[config.mk]
export PLATFORM = sky130hd
export DESIGN_NAME = uart_irq_hub
export DESIGN_NICKNAME = d
export VERILOG_FILES = /design/src/rtl/uart_irq_pkg.sv /design/src/rtl/uart_irq_sticky.sv /design/src/rtl/uart_irq_chan.sv /design/src/rtl/uart_irq_hub.sv
export SDC_FILE = /design/constraint.sdc
export NUM_CORES = 1
export LEC_CHECK = 0
export BUFFER_PORTS_ARGS = -buffer_cell sky130_fd_sc_hd__buf_2
export CAP_MARGIN = 20
export CORE_UTILIZATION = 42
export DETAILED_ROUTE_END_ITERATION = 6
export GPL_TIMING_DRIVEN = 0
export PLACE_DENSITY = 0.86
export SYNTH_ARGS = -nofsm -noshare
export SYNTH_HDL_FRONTEND = slang
export SYNTH_SLANG_ARGS = --single-unit
[constraint.sdc]
create_clock -name clk_i -period 2.4 [get_ports clk_i]
set_input_delay 0.48 -clock clk_i [delete_from_list [all_inputs] [get_ports clk_i]]
set_output_delay 0.48 -clock clk_i [all_outputs]
set_load 0.005 [all_outputs]
[src/rtl/uart_irq_pkg.sv]
package uart_irq_pkg;
  localparam int unsigned CODE_W = 3;
  localparam int unsigned LERR_W = 4;
  localparam int unsigned FLAG_W = 5;

  // sticky flag slots
  localparam int unsigned F_LERR  = 0;
  localparam int unsigned F_TX    = 1;
  localparam int unsigned F_MODEM = 2;
  localparam int unsigned F_FLOW  = 3;
  localparam int unsigned F_TIMER = 4;

  typedef enum logic [CODE_W-1:0] {
    CODE_NONE  = 3'b000,
    CODE_RX    = 3'b001,
    CODE_RXTO  = 3'b010,
    CODE_TX    = 3'b011,
    CODE_MODEM = 3'b100,
    CODE_TIMER = 3'b111
  } irq_code_e;
endpackage

[src/rtl/uart_irq_sticky.sv]
module uart_irq_sticky #(
  parameter int unsigned W = 5
) (
  input  logic         clk_i,
  input  logic         rst_ni,
  input  logic [W-1:0] set_i,
  input  logic [W-1:0] clr_i,
  output logic [W-1:0] q_o
);
  logic [W-1:0] q;

  // set dominates clear
  always_ff @(posedge clk_i or negedge rst_ni) begin
    if (!rst_ni) q <= '0;
    else         q <= set_i | (q & ~clr_i);
  end

  assign q_o = q;

  p_set_wins_r10: assert property (@(posedge clk_i) disable iff (!rst_ni)
    (|set_i) |=> ((q_o & $past(set_i)) == $past(set_i)));

  p_clear_takes_r5: assert property (@(posedge clk_i) disable iff (!rst_ni)
    (|(clr_i & ~set_i)) |=> ((q_o & $past(clr_i & ~set_i)) == '0));
endmodule

[src/rtl/uart_irq_chan.sv]
module uart_irq_chan
  import uart_irq_pkg::*;
#(
  parameter bit HAS_TIMER = 1'b0
) (
  input  logic              clk_i,
  input  logic              rst_ni,
  input  logic              rx_lvl_i,
  input  logic              rxto_lvl_i,
  input  logic [LERR_W-1:0] lerr_i,
  input  logic              tx_evt_i,
  input  logic              modem_evt_i,
  input  logic              flow_evt_i,
  input  logic              timer_evt_i,
  input  logic              rd_lsr_i,
  input  logic              rd_isr_i,
  input  logic              rd_msr_i,
  input  logic              rd_timer_i,
  output logic [CODE_W-1:0] code_o,
  output logic              summary_o
);
  logic [FLAG_W-1:0] set_v, clr_v, pend;
  logic              tmr_en;
  irq_code_e         code;

  assign tmr_en = HAS_TIMER;

  always_comb begin
    set_v          = '0;
    set_v[F_LERR]  = |lerr_i;
    set_v[F_TX]    = tx_evt_i;
    set_v[F_MODEM] = modem_evt_i;
    set_v[F_FLOW]  = flow_evt_i;
    set_v[F_TIMER] = timer_evt_i & tmr_en;
    clr_v          = '0;
    clr_v[F_LERR]  = rd_lsr_i;
    clr_v[F_TX]    = rd_isr_i;
    clr_v[F_MODEM] = rd_msr_i;
    clr_v[F_FLOW]  = rd_isr_i;
    clr_v[F_TIMER] = rd_timer_i;
  end

  uart_irq_sticky #(.W(FLAG_W)) u_flags (
    .clk_i  (clk_i),
    .rst_ni (rst_ni),
    .set_i  (set_v),
    .clr_i  (clr_v),
    .q_o    (pend)
  );

  // fixed priority, first match wins
  always_comb begin
    if (rx_lvl_i || pend[F_LERR])                  code = CODE_RX;
    else if (rxto_lvl_i)                           code = CODE_RXTO;
    else if (pend[F_TX])                           code = CODE_TX;
    else if (pend[F_MODEM] || pend[F_FLOW])        code = CODE_MODEM;
    else if (tmr_en && pend[F_TIMER])              code = CODE_TIMER;
    else                                           code = CODE_NONE;
  end

  assign code_o    = code;
  assign summary_o = |code_o;

  p_no_reserved_r1: assert property (@(posedge clk_i) disable iff (!rst_ni)
    (code_o != 3'b101) && (code_o != 3'b110));

  p_timer_only_ch0_r8: assert property (@(posedge clk_i) disable iff (!rst_ni)
    (code_o == 3'b111) |-> HAS_TIMER);

  p_rx_top_r2: assert property (@(posedge clk_i) disable iff (!rst_ni)
    rx_lvl_i |-> (code_o == 3'b001));

  p_rxto_r4: assert property (@(posedge clk_i) disable iff (!rst_ni)
    (rxto_lvl_i && !rx_lvl_i) |-> (code_o == 3'b010 || code_o == 3'b001));

  p_lerr_hold_r3: assert property (@(posedge clk_i) disable iff (!rst_ni)
    (|lerr_i) |=> (code_o == 3'b001));

  p_tx_over_modem_r9: assert property (@(posedge clk_i) disable iff (!rst_ni)
    (tx_evt_i && !rd_isr_i && !rx_lvl_i && !rxto_lvl_i && !(|lerr_i) && !rd_lsr_i
     && !$past(1'b0)) |=> (code_o <= 3'b011));
endmodule

[src/rtl/uart_irq_hub.sv]
module uart_irq_hub
  import uart_irq_pkg::*;
#(
  parameter int unsigned NUM_CH = 8
) (
  input  logic                     clk_i,
  input  logic                     rst_ni,
  input  logic [NUM_CH-1:0]        rx_ready_i,
  input  logic [NUM_CH-1:0]        rx_timeout_i,
  input  logic [NUM_CH*LERR_W-1:0] line_err_i,
  input  logic [NUM_CH-1:0]        tx_ready_i,
  input  logic [NUM_CH-1:0]        modem_delta_i,
  input  logic [NUM_CH-1:0]        flow_char_i,
  input  logic                     timer_evt_i,
  input  logic [NUM_CH-1:0]        rd_lsr_i,
  input  logic [NUM_CH-1:0]        rd_isr_i,
  input  logic [NUM_CH-1:0]        rd_msr_i,
  input  logic                     rd_timer_i,
  output logic [NUM_CH*CODE_W-1:0] irq_code_o,
  output logic [NUM_CH-1:0]        irq_sum_o,
  output logic                     irq_o
);
  localparam int unsigned VEC_W = NUM_CH * CODE_W;

  logic [VEC_W-1:0] code_vec;

  for (genvar n = 0; n < NUM_CH; n++) begin : g_ch
    uart_irq_chan #(.HAS_TIMER(n == 0)) u_chan (
      .clk_i       (clk_i),
      .rst_ni      (rst_ni),
      .rx_lvl_i    (rx_ready_i[n]),
      .rxto_lvl_i  (rx_timeout_i[n]),
      .lerr_i      (line_err_i[n*LERR_W +: LERR_W]),
      .tx_evt_i    (tx_ready_i[n]),
      .modem_evt_i (modem_delta_i[n]),
      .flow_evt_i  (flow_char_i[n]),
      .timer_evt_i ((n == 0) ? timer_evt_i : 1'b0),
      .rd_lsr_i    (rd_lsr_i[n]),
      .rd_isr_i    (rd_isr_i[n]),
      .rd_msr_i    (rd_msr_i[n]),
      .rd_timer_i  ((n == 0) ? rd_timer_i : 1'b0),
      .code_o      (code_vec[n*CODE_W +: CODE_W]),
      .summary_o   (irq_sum_o[n])
    );
  end

  assign irq_code_o = code_vec;
  assign irq_o      = |irq_sum_o;

  p_irq_has_code_r1: assert property (@(posedge clk_i) disable iff (!rst_ni)
    irq_o == (irq_code_o != '0));

  p_sum_matches_r1: assert property (@(posedge clk_i) disable iff (!rst_ni)
    $countones(irq_sum_o) <= NUM_CH && (irq_sum_o == '0) == (irq_code_o == '0));
endmodule

# Word level (Yosys, flattened, before mapping)
# Index checks and enable logic that the tools add are counted.
[word_totals]
ff_bits = 40
latch_bits = 0
ram_bits = 0
romBits = 0
inputBits = 100
out_inout_bits = 33
elab_cells = 98
mem_count = 0
[op_classes]
n_addsub = 0
mul = 0
n_div = 0
magnitude_cmp = 0
n_eq_ne = 0
n_shift = 0
muxes = 33
n_bitwise = 24
n_reduce_logical = 33
[op_table]
columns = ["cell", "n"]
rows = [
  ["2-to-1 mux 3 bit", 33],
  ["AND 5 bit", 8],
  ["NOT 4 -> 5 bit", 7],
  ["OR 4 x 5 -> 5 bit", 7],
  ["OR reduction 4 bit", 8],
  ["OR reduction 24 bit", 1],
  ["OR reduction 3 bit", 8],
  ["logical OR 1 bit", 16],
  ["NOT 5 bit", 1],
  ["OR 5 bit", 1],
]

# Depth between registers and ports, before layout
[depth]
word_depth = 6
mapped_depth = 4
depth_no_buf = 4

# Hierarchy
# A second synthesis with hierarchy kept.
[hier_totals]
hier_cells = 204
area_unflattened_um2 = 1884.3
[modules_own_cells]
columns = ["mod", "n_inst", "cells_per_inst", "area_per_inst_um2", "seq_area_each_um2"]
rows = [
  ["uart_irq_sticky", 8, 15, 181.4, 125.1],
  ["uart_irq_chan at g_ch[1].u_chan ...", 7, 10, 50.0, 0.0],
  ["uart_irq_chan at g_ch[0].u_chan", 1, 10, 62.6, 0.0],
  ["uart_irq_hub", 1, 4, 20.0, 0.0],
]

# Worst setup path after synthesis
# No wires, ideal clock.
[synth_path]
path_kind = "input -> output"
from = "input rx_ready_i[2]"
to = "output irq_o"
arrival_time_ns = 1.067
slack_ns = 0.853
stages = 4
path_buffers = 0
cell_sequence = "nor2_1 nand3_2 nor4_2 nand2_1"
[synth_via]
elab_chain_len = 3
[synth_rtl]
columns = ["element", "line", "rtl"]
rows = [
  ["start, declared", "uart_irq_hub.sv:8", "input logic [NUM_CH-1:0] rx_ready_i,"],
  ["logical OR 1 bit", "uart_irq_chan.sv:53", "if (rx_lvl_i || pend[F_LERR]) code = CODE_RX;"],
  ["2-to-1 mux 3 bit", "uart_irq_chan.sv:53", ""],
  ["OR reduction 24 bit", "uart_irq_hub.sv:48", "assign irq_o = |irq_sum_o;"],
  ["end, declared", "uart_irq_hub.sv:21", "output logic irq_o"],
]
# Every way passes these cells.

# Worst setup path after layout
[layout_path]
from = "register g_ch[0].u_chan.u_flags.q[2]"
to = "output irq_o"
[layout_via]
elab_chain_len = 6
[layout_rtl]
columns = ["element", "line", "rtl"]
rows = [
  ["start, declared", "uart_irq_sticky.sv:10", "logic [W-1:0] q;"],
  ["start signal, assigned", "uart_irq_sticky.sv:15", "else q <= set_i | (q & ~clr_i);"],
  ["logical OR 1 bit", "uart_irq_chan.sv:56", "else if (pend[F_MODEM] || pend[F_FLOW]) code = CODE_MODEM;"],
  ["2-to-1 mux 3 bit", "uart_irq_chan.sv:56", ""],
  ["2-to-1 mux 3 bit", "uart_irq_chan.sv:55", "else if (pend[F_TX]) code = CODE_TX;"],
  ["2-to-1 mux 3 bit", "uart_irq_chan.sv:54", "else if (rxto_lvl_i) code = CODE_RXTO;"],
  ["2-to-1 mux 3 bit", "uart_irq_chan.sv:53", ""],
  ["OR reduction 24 bit", "uart_irq_hub.sv:48", ""],
]
# Every way passes these cells.

==> metrics.txt <==
# TYPE chip_impl_metric gauge
chip_impl_info{name="result_of_the_run",value="finished clean"} 1
chip_impl_info{name="tritoncts",value="built"} 1
chip_impl_metric{name="netlist_area",unit="um2"} 1640
chip_impl_info{name="synth_area_leaders",value="sky130_fd_sc_hd__dfrtp_1 50%, sky130_fd_sc_hd__a21o_1 11%, sky130_fd_sc_hd__inv_1 7.3%, sky130_fd_sc_hd__nor2_1 5.5%, sky130_fd_sc_hd__buf_4 3.7%"} 1
chip_impl_metric{name="dp.final_hpwl",unit="um"} 3120
chip_impl_metric{name="synth_top_area_share",unit="%"} 50.4
chip_impl_metric{name="num_clock_sinks",unit=""} 33
chip_impl_metric{name="grt_total_ovfl",unit=""} 0
chip_impl_metric{name="number_of_global_route_vias_before_repair",unit=""} 1479
chip_impl_metric{name="cp_data_arrival_time",unit="ns"} 1.51
chip_impl_metric{name="r2r_setup_slack",unit="ns"} 1.70
chip_impl_metric{name="largest_register_ff_count",unit=""} 33
chip_impl_metric{name="fin_worst_skew",unit="ns"} 0
chip_impl_info{name="critPathKind",value="flip-flop to primary output"} 1
chip_impl_metric{name="ys.warnings.count",unit=""} 0
chip_impl_metric{name="ys_seq_elements",unit=""} 33
chip_impl_metric{name="place_worst_setup_slack",unit="ns"} 0.496
chip_impl_metric{name="post-cts-setup-buffers",unit=""} 0
chip_impl_info{name="timing.critical_path.to_type",value="primary output"} 1
chip_impl_metric{name="p_per_area",unit="nW/um2"} 475
chip_impl_metric{name="finalHoldViolCount",unit=""} 0
chip_impl_metric{name="drt-vias-per-instance",unit=""} 4.60
chip_impl_metric{name="power.clock.fraction",unit="%"} 34.7
chip_impl_metric{name="fp.dieH",unit="um"} 64.5
chip_impl_metric{name="crit_fanout",unit=""} 3
chip_impl_metric{name="grt_start_max_net_pins",unit=""} 34
chip_impl_metric{name="intPower",unit="mW"} 0.902
chip_impl_info{name="setup.worst_path.start_class",value="flip-flop"} 1
chip_impl_metric{name="cts.clk_slew.worst_paths",unit="ns"} 0.06
chip_impl_metric{name="fillerInstances",unit=""} 322
chip_impl_metric{name="first_pass_detailed_route_iteration_total",unit=""} 4
chip_impl_metric{name="post-route-period-util",unit="%"} 82.9
chip_impl_metric{name="gp_weighted_congestion",unit=""} 0.755
chip_impl_metric{name="setup_total_negative_slack",unit="ns"} 0
chip_impl_metric{name="power_frac_comb",unit="%"} 13.0
chip_impl_info{name="clk_tree_root_cell",value="sky130_fd_sc_hd__clkbuf_8"} 1
chip_impl_info{name="setup_repair_after_global_routing_missed_its_margin",value="no"} 1
chip_impl_metric{name="grt_antenna_before_repair",unit=""} 0
chip_impl_metric{name="syn_inst",unit=""} 184
chip_impl_metric{name="max_slew_vio_count",unit=""} 0
chip_impl_metric{name="fin_ws",unit="ns"} 0.410
chip_impl_metric{name="report.power.total",unit="mW"} 1.16
chip_impl_metric{name="core_area",unit="um2"} 3690
chip_impl_metric{name="max-slew-margin-rel",unit="%"} 53.0
chip_impl_metric{name="post_synthesis_average_cell_area",unit="um2"} 8.91
chip_impl_metric{name="detail-route-antenna-nets",unit=""} 0
chip_impl_metric{name="initial_utilization",unit="%"} 44.4
chip_impl_metric{name="worst_ep_required_time",unit="ns"} 1.92
chip_impl_metric{name="final_antenna_diode_count",unit=""} 0
chip_impl_metric{name="fin_crit",unit="ns"} 1.99
chip_impl_info{name="netlist.top_cell.by_area",value="sky130_fd_sc_hd__dfrtp_1"} 1
chip_impl_metric{name="clock_insertion_delay_worst_skew",unit="ns"} 0.28
chip_impl_metric{name="nNetsFinal",unit=""} 423
chip_impl_metric{name="drc",unit=""} 0
chip_impl_metric{name="io_pins",unit=""} 133
chip_impl_metric{name="power_frac_seq",unit="%"} 52.4
chip_impl_metric{name="layout-area-overhead-vs-synth",unit="%"} 49.2
chip_impl_metric{name="numCtsBuffers",unit=""} 5
chip_impl_metric{name="grt.total_usage",unit="%"} 18.4
chip_impl_metric{name="die_area",unit="um2"} 4160
chip_impl_metric{name="switching_power_share_of_the_total",unit="%"} 22.5
chip_impl_metric{name="vias",unit=""} 1706
chip_impl_info{name="most-common-layout-cells",value="132 x sky130_fd_sc_hd__buf_2, 33 x sky130_fd_sc_hd__dfrtp_1, 32 x sky130_fd_sc_hd__inv_1"} 1
chip_impl_metric{name="grt_pass1_wl",unit="um"} 5780
chip_impl_metric{name="wire_per_inst",unit="um"} 9.76
chip_impl_metric{name="cts_repair_resize_count",unit=""} 0
chip_impl_metric{name="synth.lib_cells_used.distinct",unit=""} 19
chip_impl_metric{name="synth-seq-area-share",unit="%"} 50.4
chip_impl_info{name="timing.hold.worst.class",value="input port to async pin"} 1
chip_impl_metric{name="net_switching_power_figure",unit="mW"} 0.261
chip_impl_metric{name="vdd_ir_drop_max",unit="uV"} 324
chip_impl_metric{name="wirelength",unit="um"} 3620
chip_impl_metric{name="drt_first_iter_violations",unit=""} 44
chip_impl_metric{name="setup_viol",unit=""} 0
chip_impl_info{name="leading_cell_type_in_the_layout_fill_and_taps_excluded",value="sky130_fd_sc_hd__buf_2"} 1
chip_impl_metric{name="timing.max_cap.violations",unit=""} 0
chip_impl_metric{name="power.static_leakage",unit="nW"} 1.39
chip_impl_metric{name="drive_gt1_share",unit="%"} 49.5
chip_impl_metric{name="cts.htree.levels",unit=""} 2
chip_impl_metric{name="worst_slew_pin_slew",unit="ns"} 0.704
chip_impl_metric{name="core.rowCount",unit=""} 22
chip_impl_metric{name="synth_fp_nets",unit=""} 284
chip_impl_metric{name="quantity_of_hold_fixing_buffers_added_after_cts",unit=""} 0
chip_impl_metric{name="max_freq",unit="GHz"} 0.502
chip_impl_metric{name="dieWidth",unit="um"} 64.5
chip_impl_metric{name="placement.io_buffers",unit=""} 132
chip_impl_metric{name="cts_max_path_buffers",unit=""} 2
[kinds of logic (layout without fill, tap and decap cells)]
logic type             after synthesis  after routing  share of synthesized area (%)
AO/OA/AOI/OAI                       43             43                           17.2
buffers and inverters               40            179                           11.0
flip-flops                          33             33                           50.4
AND/OR/NAND/NOR                     68             68                           21.4
[worst paths after layout]
check,startpoint,to,depth (start not counted)
max,g_ch[0].u_chan.u_flags.q_o[2],irq_o,5
min,rst_ni,g_ch[5].u_chan.u_flags.q_o[0],1
max reg2reg,g_ch[0].u_chan.u_flags.q_o[4],g_ch[0].u_chan.u_flags.q_o[4],1
min reg2reg,g_ch[2].u_chan.u_flags.q_o[3],g_ch[2].u_chan.u_flags.q_o[3],1
max in group asynchronous,rst_ni,g_ch[6].u_chan.u_flags.q_o[1],1
min in group clk_i,rd_lsr_i[2],g_ch[2].u_chan.u_flags.q_o[0],2
[power groups by stage]
stage,sequential [mW],combinational [mW],clock [mW]
floorplan,0.614,0.0510,0
global placement,0.618,0.149,0
detailed placement,0.619,0.154,0
CTS,0.609,0.154,0.424
global route,0.613,0.171,0.447
finish,0.609,0.151,0.403
[cells in the mapped netlist]
cell type	n
sky130_fd_sc_hd__a21oi_1	1
sky130_fd_sc_hd__buf_4	8
sky130_fd_sc_hd__nor2_2	7
sky130_fd_sc_hd__a21o_2	1
sky130_fd_sc_hd__inv_1	32
sky130_fd_sc_hd__dfrtp_1	33
sky130_fd_sc_hd__o21ai_1	9
sky130_fd_sc_hd__nor3_2	1
sky130_fd_sc_hd__a21o_1	24
sky130_fd_sc_hd__nand3_2	3
sky130_fd_sc_hd__nor2_4	1
sky130_fd_sc_hd__a21boi_1	1
sky130_fd_sc_hd__nor3_1	7
sky130_fd_sc_hd__nor4_2	1
sky130_fd_sc_hd__nand3_1	5
sky130_fd_sc_hd__nand2_1	10
sky130_fd_sc_hd__o21ai_0	7
sky130_fd_sc_hd__nor4_1	9
sky130_fd_sc_hd__nor2_1	24
[metrics by stage]
stage / cell area (um2) / std cells / utilization, % / hold slack [ns]
6_report: 2450 / 371 / 66.3 / 0.253
3_3_place_gp: 2360 / 364 / 64.0 / 0.460
5_1_grt: 2450 / 371 / 66.3 / 0.298
4_1_cts: 2450 / 371 / 66.3 / 0.272
3_5_place_dp: 2360 / 364 / 64.0 / 0.467
2_1_floorplan: 1640 / 184 / - / 0.184
[routing by layer]
layer	GRT usage, %	up-vias	wire [um]
li1	-	882	-
met1	18.9	746	1420
met2	33.6	74	1870
met3	6.16	4	300
met4	7.78	0	29
met5	0	-	0
[layout make-up]
class	count	area, um2	area share [%]
Tap cell	48	60.1	2.46
Inverter	32	120	4.91
Clock buffer	7	86.3	3.53
Timing Repair Buffer	132	661	27.0
Sequential cell	33	826	33.8
Buffer	8	60.1	2.46
Multi-Input combinational cell	111	633	25.9
[worst max-delay path, stage by stage (launching register included)]
cell,delay [ns]
sky130_fd_sc_hd__dfrtp_1,0.40
sky130_fd_sc_hd__nor3_2,0.24
sky130_fd_sc_hd__nand3_2,0.12
sky130_fd_sc_hd__nor4_2,0.27
sky130_fd_sc_hd__nand2_1,0.08
sky130_fd_sc_hd__buf_2,0.13
Power figures use the tool's default switching activity.
